File: config.mk
export PLATFORM = sky130hd
export DESIGN_NAME = wdt2_top
export DESIGN_NICKNAME = d
export VERILOG_FILES = /design/src/rtl/wdt2_pkg.sv /design/src/rtl/wdt2_regs.sv /design/src/rtl/wdt2_ge_cmp.sv /design/src/rtl/wdt2_escalate.sv /design/src/rtl/wdt2_top.sv
export SDC_FILE = /design/constraint.sdc
export NUM_CORES = 1
export LEC_CHECK = 0
export ABC_CLOCK_PERIOD_IN_PS = 2100
export BUFFER_PORTS_ARGS = -buffer_cell sky130_fd_sc_hd__buf_2
export CORE_ASPECT_RATIO = 0.8
export CORE_MARGIN = 2
export CORE_UTILIZATION = 32
export CTS_BUF_LIST = sky130_fd_sc_hd__clkbuf_8
export CTS_CLUSTER_DIAMETER = 200
export CTS_CLUSTER_SIZE = 16
export DETAILED_ROUTE_END_ITERATION = 12
export GPL_ROUTABILITY_DRIVEN = 0
export GPL_TIMING_DRIVEN = 1
export PLACE_DENSITY = 0.46
export SLEW_MARGIN = 20
export SYNTH_ARGS = -nofsm -noshare
export SYNTH_HDL_FRONTEND = slang
export SYNTH_SLANG_ARGS = --single-unit
File: constraint.sdc
create_clock -name clk -period 2.1 [get_ports clk]
set_input_delay 0.105 -clock clk [delete_from_list [all_inputs] [get_ports clk]]
set_output_delay 0.105 -clock clk [all_outputs]
set_load 0.02 [all_outputs]
File: src/rtl/wdt2_pkg.sv
package wdt2_pkg;

    localparam int TIME_W  = 64;
    localparam int BUS_W   = 32;
    localparam int HALVES  = TIME_W / BUS_W;
    localparam int WORD_W  = 2;

    typedef enum logic [WORD_W-1:0] {
        WD_WARN_LO  = 2'd0,
        WD_WARN_HI  = 2'd1,
        WD_RESET_LO = 2'd2,
        WD_RESET_HI = 2'd3
    } wd_word_e;

    typedef struct packed {
        logic             en;
        wd_word_e         word;
        logic [BUS_W-1:0] data;
    } wd_wr_t;

    typedef struct packed {
        logic warn_hit;
        logic reset_hit;
        logic service;
    } wd_evt_t;

    // A write to either half of the warning threshold services the watchdog
    function automatic logic is_service(input wd_wr_t w);
        return w.en && (w.word == WD_WARN_LO || w.word == WD_WARN_HI);
    endfunction

    function automatic logic is_warn_word(input wd_word_e w);
        return w == WD_WARN_LO || w == WD_WARN_HI;
    endfunction

endpackage

File: src/rtl/wdt2_regs.sv
module wdt2_regs
    import wdt2_pkg::*;
(
    input  logic              clk,
    input  logic              rst,
    input  wd_wr_t            wr,
    input  wd_word_e          rd_word,
    output logic [BUS_W-1:0]  rd_data,
    output logic [TIME_W-1:0] warn_cmp,
    output logic [TIME_W-1:0] reset_cmp
);

    logic [TIME_W-1:0] warn_q;
    logic [TIME_W-1:0] reset_q;

    // Bit 0 of the word index picks the half, bit 1 picks the register
    generate
        for (genvar h = 0; h < HALVES; h++) begin : g_half
            always_ff @(posedge clk) begin
                if (rst) begin
                    warn_q[h*BUS_W +: BUS_W]  <= '1;
                    reset_q[h*BUS_W +: BUS_W] <= '1;
                end else if (wr.en && int'(wr.word[0]) == h) begin
                    if (is_warn_word(wr.word))
                        warn_q[h*BUS_W +: BUS_W]  <= wr.data;
                    else
                        reset_q[h*BUS_W +: BUS_W] <= wr.data;
                end
            end
        end
    endgenerate

    always_comb begin
        unique case (rd_word)
            WD_WARN_LO:  rd_data = warn_q[BUS_W-1:0];
            WD_WARN_HI:  rd_data = warn_q[TIME_W-1:BUS_W];
            WD_RESET_LO: rd_data = reset_q[BUS_W-1:0];
            default:     rd_data = reset_q[TIME_W-1:BUS_W];
        endcase
    end

    assign warn_cmp  = warn_q;
    assign reset_cmp = reset_q;

endmodule

File: src/rtl/wdt2_ge_cmp.sv
module wdt2_ge_cmp #(
    parameter int WIDTH = 64,
    parameter int CHUNK = 16
) (
    input  logic [WIDTH-1:0] a,
    input  logic [WIDTH-1:0] b,
    output logic             a_ge_b
);

    localparam int NCH = WIDTH / CHUNK;

    logic [NCH-1:0] gt;
    logic [NCH-1:0] eq;
    logic [NCH:0]   ge_acc;

    assign ge_acc[0] = 1'b1;

    // Fold the chunks from least to most significant: a higher chunk decides
    // unless it is equal, in which case the lower result carries through
    generate
        for (genvar i = 0; i < NCH; i++) begin : g_chunk
            assign gt[i] = a[i*CHUNK +: CHUNK] > b[i*CHUNK +: CHUNK];
            assign eq[i] = a[i*CHUNK +: CHUNK] == b[i*CHUNK +: CHUNK];
            assign ge_acc[i+1] = gt[i] | (eq[i] & ge_acc[i]);
        end
    endgenerate

    assign a_ge_b = ge_acc[NCH];

endmodule

File: src/rtl/wdt2_escalate.sv
module wdt2_escalate
    import wdt2_pkg::*;
(
    input  logic    clk,
    input  logic    rst,
    input  wd_evt_t evt,
    output logic    armed,
    output logic    tripped
);

    logic armed_q;
    logic tripped_q;

    always_ff @(posedge clk) begin
        if (rst) begin
            armed_q   <= 1'b0;
            tripped_q <= 1'b0;
        end else begin
            if (evt.service)
                armed_q <= 1'b0;
            else if (evt.warn_hit)
                armed_q <= 1'b1;

            if (armed_q && evt.reset_hit && !evt.service)
                tripped_q <= 1'b1;
        end
    end

    assign armed   = armed_q;
    assign tripped = tripped_q;

endmodule

File: src/rtl/wdt2_top.sv
module wdt2_top
    import wdt2_pkg::*;
(
    input  logic              clk,
    input  logic              rst,
    input  logic [TIME_W-1:0] time_val,
    input  logic              wr_en,
    input  logic [WORD_W-1:0] wr_word,
    input  logic [BUS_W-1:0]  wr_data,
    input  logic [WORD_W-1:0] rd_word,
    output logic [BUS_W-1:0]  rd_data,
    output logic              irq_o,
    output logic              rst_req_o
);

    wd_wr_t            wr;
    wd_evt_t           evt;
    logic [TIME_W-1:0] warn_cmp;
    logic [TIME_W-1:0] reset_cmp;
    logic              warn_ge;
    logic              reset_ge;

    assign wr.en   = wr_en;
    assign wr.word = wd_word_e'(wr_word);
    assign wr.data = wr_data;

    wdt2_regs u_regs (
        .clk       (clk),
        .rst       (rst),
        .wr        (wr),
        .rd_word   (wd_word_e'(rd_word)),
        .rd_data   (rd_data),
        .warn_cmp  (warn_cmp),
        .reset_cmp (reset_cmp)
    );

    wdt2_ge_cmp #(.WIDTH(TIME_W), .CHUNK(16)) u_warn_cmp (
        .a      (time_val),
        .b      (warn_cmp),
        .a_ge_b (warn_ge)
    );

    wdt2_ge_cmp #(.WIDTH(TIME_W), .CHUNK(16)) u_reset_cmp (
        .a      (time_val),
        .b      (reset_cmp),
        .a_ge_b (reset_ge)
    );

    assign evt.warn_hit  = warn_ge;
    assign evt.reset_hit = reset_ge;
    assign evt.service   = is_service(wr);

    wdt2_escalate u_esc (
        .clk     (clk),
        .rst     (rst),
        .evt     (evt),
        .armed   (irq_o),
        .tripped (rst_req_o)
    );

endmodule

==> reports/results.ini <==
[outcome]
outcome = finished, violations left
failed_checks = setup timing

[power]
power_mw = 6.29
power_density_nw_per_um2 = 582
vdd_drop_max_mv = 0.420
leakage_nw = 5.53

[detailed_routing]
routed_wl_um = 27600
remaining_drc_errors = 0
via_per_inst = 4.94
firstDrtPassIters = 5
wl_per_cell_um = 18.1
detail-route-antenna-nets = 0
vias = 7545
first_iter_violations = 412

[floorplanning]
die_w_um = 187
die_y_um = 150
coreArea_um2 = 26300
io_pins = 137
fp-row-count = 53
die-area_um2 = 28100
start_util = 0.326

[clocking]
cts_htree_levels = 4
clock_latency_ps = 470
cts_tree = done
cts_inserted_buffers = 17
cts.sinks = 130
clkTransAtPathRegs_ps = 90
cts_root_buf = clkbuf_8
cts_max_path_buffers = 2

[final_layout]
area_growth_pct = 26.4
layout_common_cells = 135 x buf_2, 127 x inv_1, 125 x dfxtp_1
layout-drive-gt1-share = 0.243
fin_nets = 1386
mostFrequentLayoutCell = buf_2

[synth]
synthesis.area_um2 = 8550
yosys_warnings = 0
async_flop_share = 0
synthDistinctLibCells = 47
synthFlopType = dfxtp_1
ys_ff_latch = 130
avgSynthCellArea_um2 = 8.76
synth_area_leaders = dfxtp_1 30%, ha_1 19%, a211o_1 9.6%
synthCells = 976
synth_nets = 1207
synth_top_area_cell = dfxtp_1
ys_seq_area_frac = 0.304
synth_edf_count = 0
yosysTopAreaCellShare = 0.304

[grt]
grt_pass1_vias = 7214
grt_pass1_wl_um = 42400
grt_max_degree = 65
antenna_found_initial = 1
grt.overflow.total = 0
grt_usage = 0.200

[placed_design]
io_buffer_count = 136
hpwl_um = 20600

[sta]
fin_crit_sh = 1.01
setup_ws_ps = -29.8
maxSlewViolCount = 0
setup_viol = 1
min_period_ps = 2130
whs_ps = 45.9
hold_viol = 0
finClkSkew_ps = 12.6
relSlewSlack = 0.505
rsz0062_at_grt = true
max_freq_mhz = 470
worst_pin_slew_ps = 742

[setup_path]
crit_arrival_ps = 2520
crit_fanout = 2
end_kind = flop
cp.required_ps = 2490
r2r_cells = 8
start_kind = flop
path_class = reg -> reg

[hold_path]
hp-class = in -> reg
hold_depth = 4

[flow_run]
cap_violations = 0

-- cell type report --
class	instances	area [um2]
antenna	1	2.50
clock buffer	18	248
clock inverter	14	141
fill	2727	15400
inverter	129	484
multi-input combinational	668	5490
sequential	130	2610
tap	357	447
timing repair buffer	209	1390
-- routing by layer --
metal  global-route usage  up-vias  share of wire
met5                    0        -              0
met4               0.0444        0         0.0076
li1                     -     3816              -
met3               0.0343       18          0.039
met2                0.301      147           0.42
met1                0.297     3564           0.53
-- cell families after synthesis --
logic type | count (synthesis) | share of synthesized area
compound gates | 197 | 0.170
fa+ha+maj | 128 | 0.187
buf+inv | 178 | 0.0799
flops | 130 | 0.304
mux | 32 | 0.0843
simple gates | 311 | 0.175
-- power breakdown --
| part | switching (mW) | internal, mW |
|---|---|---|
| registers | 0.0731 | 2.59 |
| clock network | 1.13 | 1.07 |
| logic | 0.789 | 0.636 |
-- critical path: stages, from the launching register on --
cell	delay [ps]
dfxtp_2	340
inv_2	50
ha_4	270
nand4_4	120
nor4_4	350
or4b_4	500
nand3_2	70
a31oi_1	90
a311oi_2	240
-- cells in the mapped netlist (all sizes together), types with 2 or more instances --
master and instances:
a21oi 42, nor2b 10, nand3 9, nor4 3, nand2 100, a21o 5
a211o 94, buf 6, o21a 2, nor3 5, mux4 32, nand3b 37
dfxtp 130, o21ai 25, inv 129, a31oi 3, o211ai 5, nand4 23
and3 2, a2111oi 4, ha 128, or4 2, and2 2, a211oi 8
clkbuf 42, nor2 108, nand2b 5
-- per-stage QoR --
stage / TNS, ps / area, um2 / cells / worst slack [ps] / utilization
after floorplan: 0 / 8550 / 976 / 141 / -
after global placement: -202 / 9860 / 1459 / -110 / 0.376
after detailed placement: -225 / 9860 / 1459 / -122 / 0.376
after CTS: 0 / 10700 / 1523 / 8.30 / 0.407
after global routing: -149 / 10800 / 1526 / -143 / 0.412
final: -29.8 / 10800 / 1526 / -29.8 / 0.412
-- flip-flops by register name, summed over array words and instances, names as in the netlist --
name	cells
u_esc.armed	1
u_esc.tripped	1
u_regs.reset_cmp	64
u_regs.warn_cmp	64
-- final timing paths --
path                                            from                    to  slack [ps]
worst max-delay path            u_regs.reset_cmp[58]         u_esc.tripped         -30
worst min-delay path                      wr_word[0]   u_regs.warn_cmp[32]          50
worst max register to register  u_regs.reset_cmp[58]         u_esc.tripped         -30
worst min register to register  u_regs.reset_cmp[13]  u_regs.reset_cmp[13]         490
-- timing repair --
item / CTS / global route
buffers inserted: 0 / 2
resized for setup: 16 / 22
endpoints found under the setup margin: 2 / 2
hold endpoints to repair: 128 / 0
gates cloned: 0 / 0
hold buffers: 32 / 0
pin swaps: 5 / 9
Power figures use the tool's default switching activity.
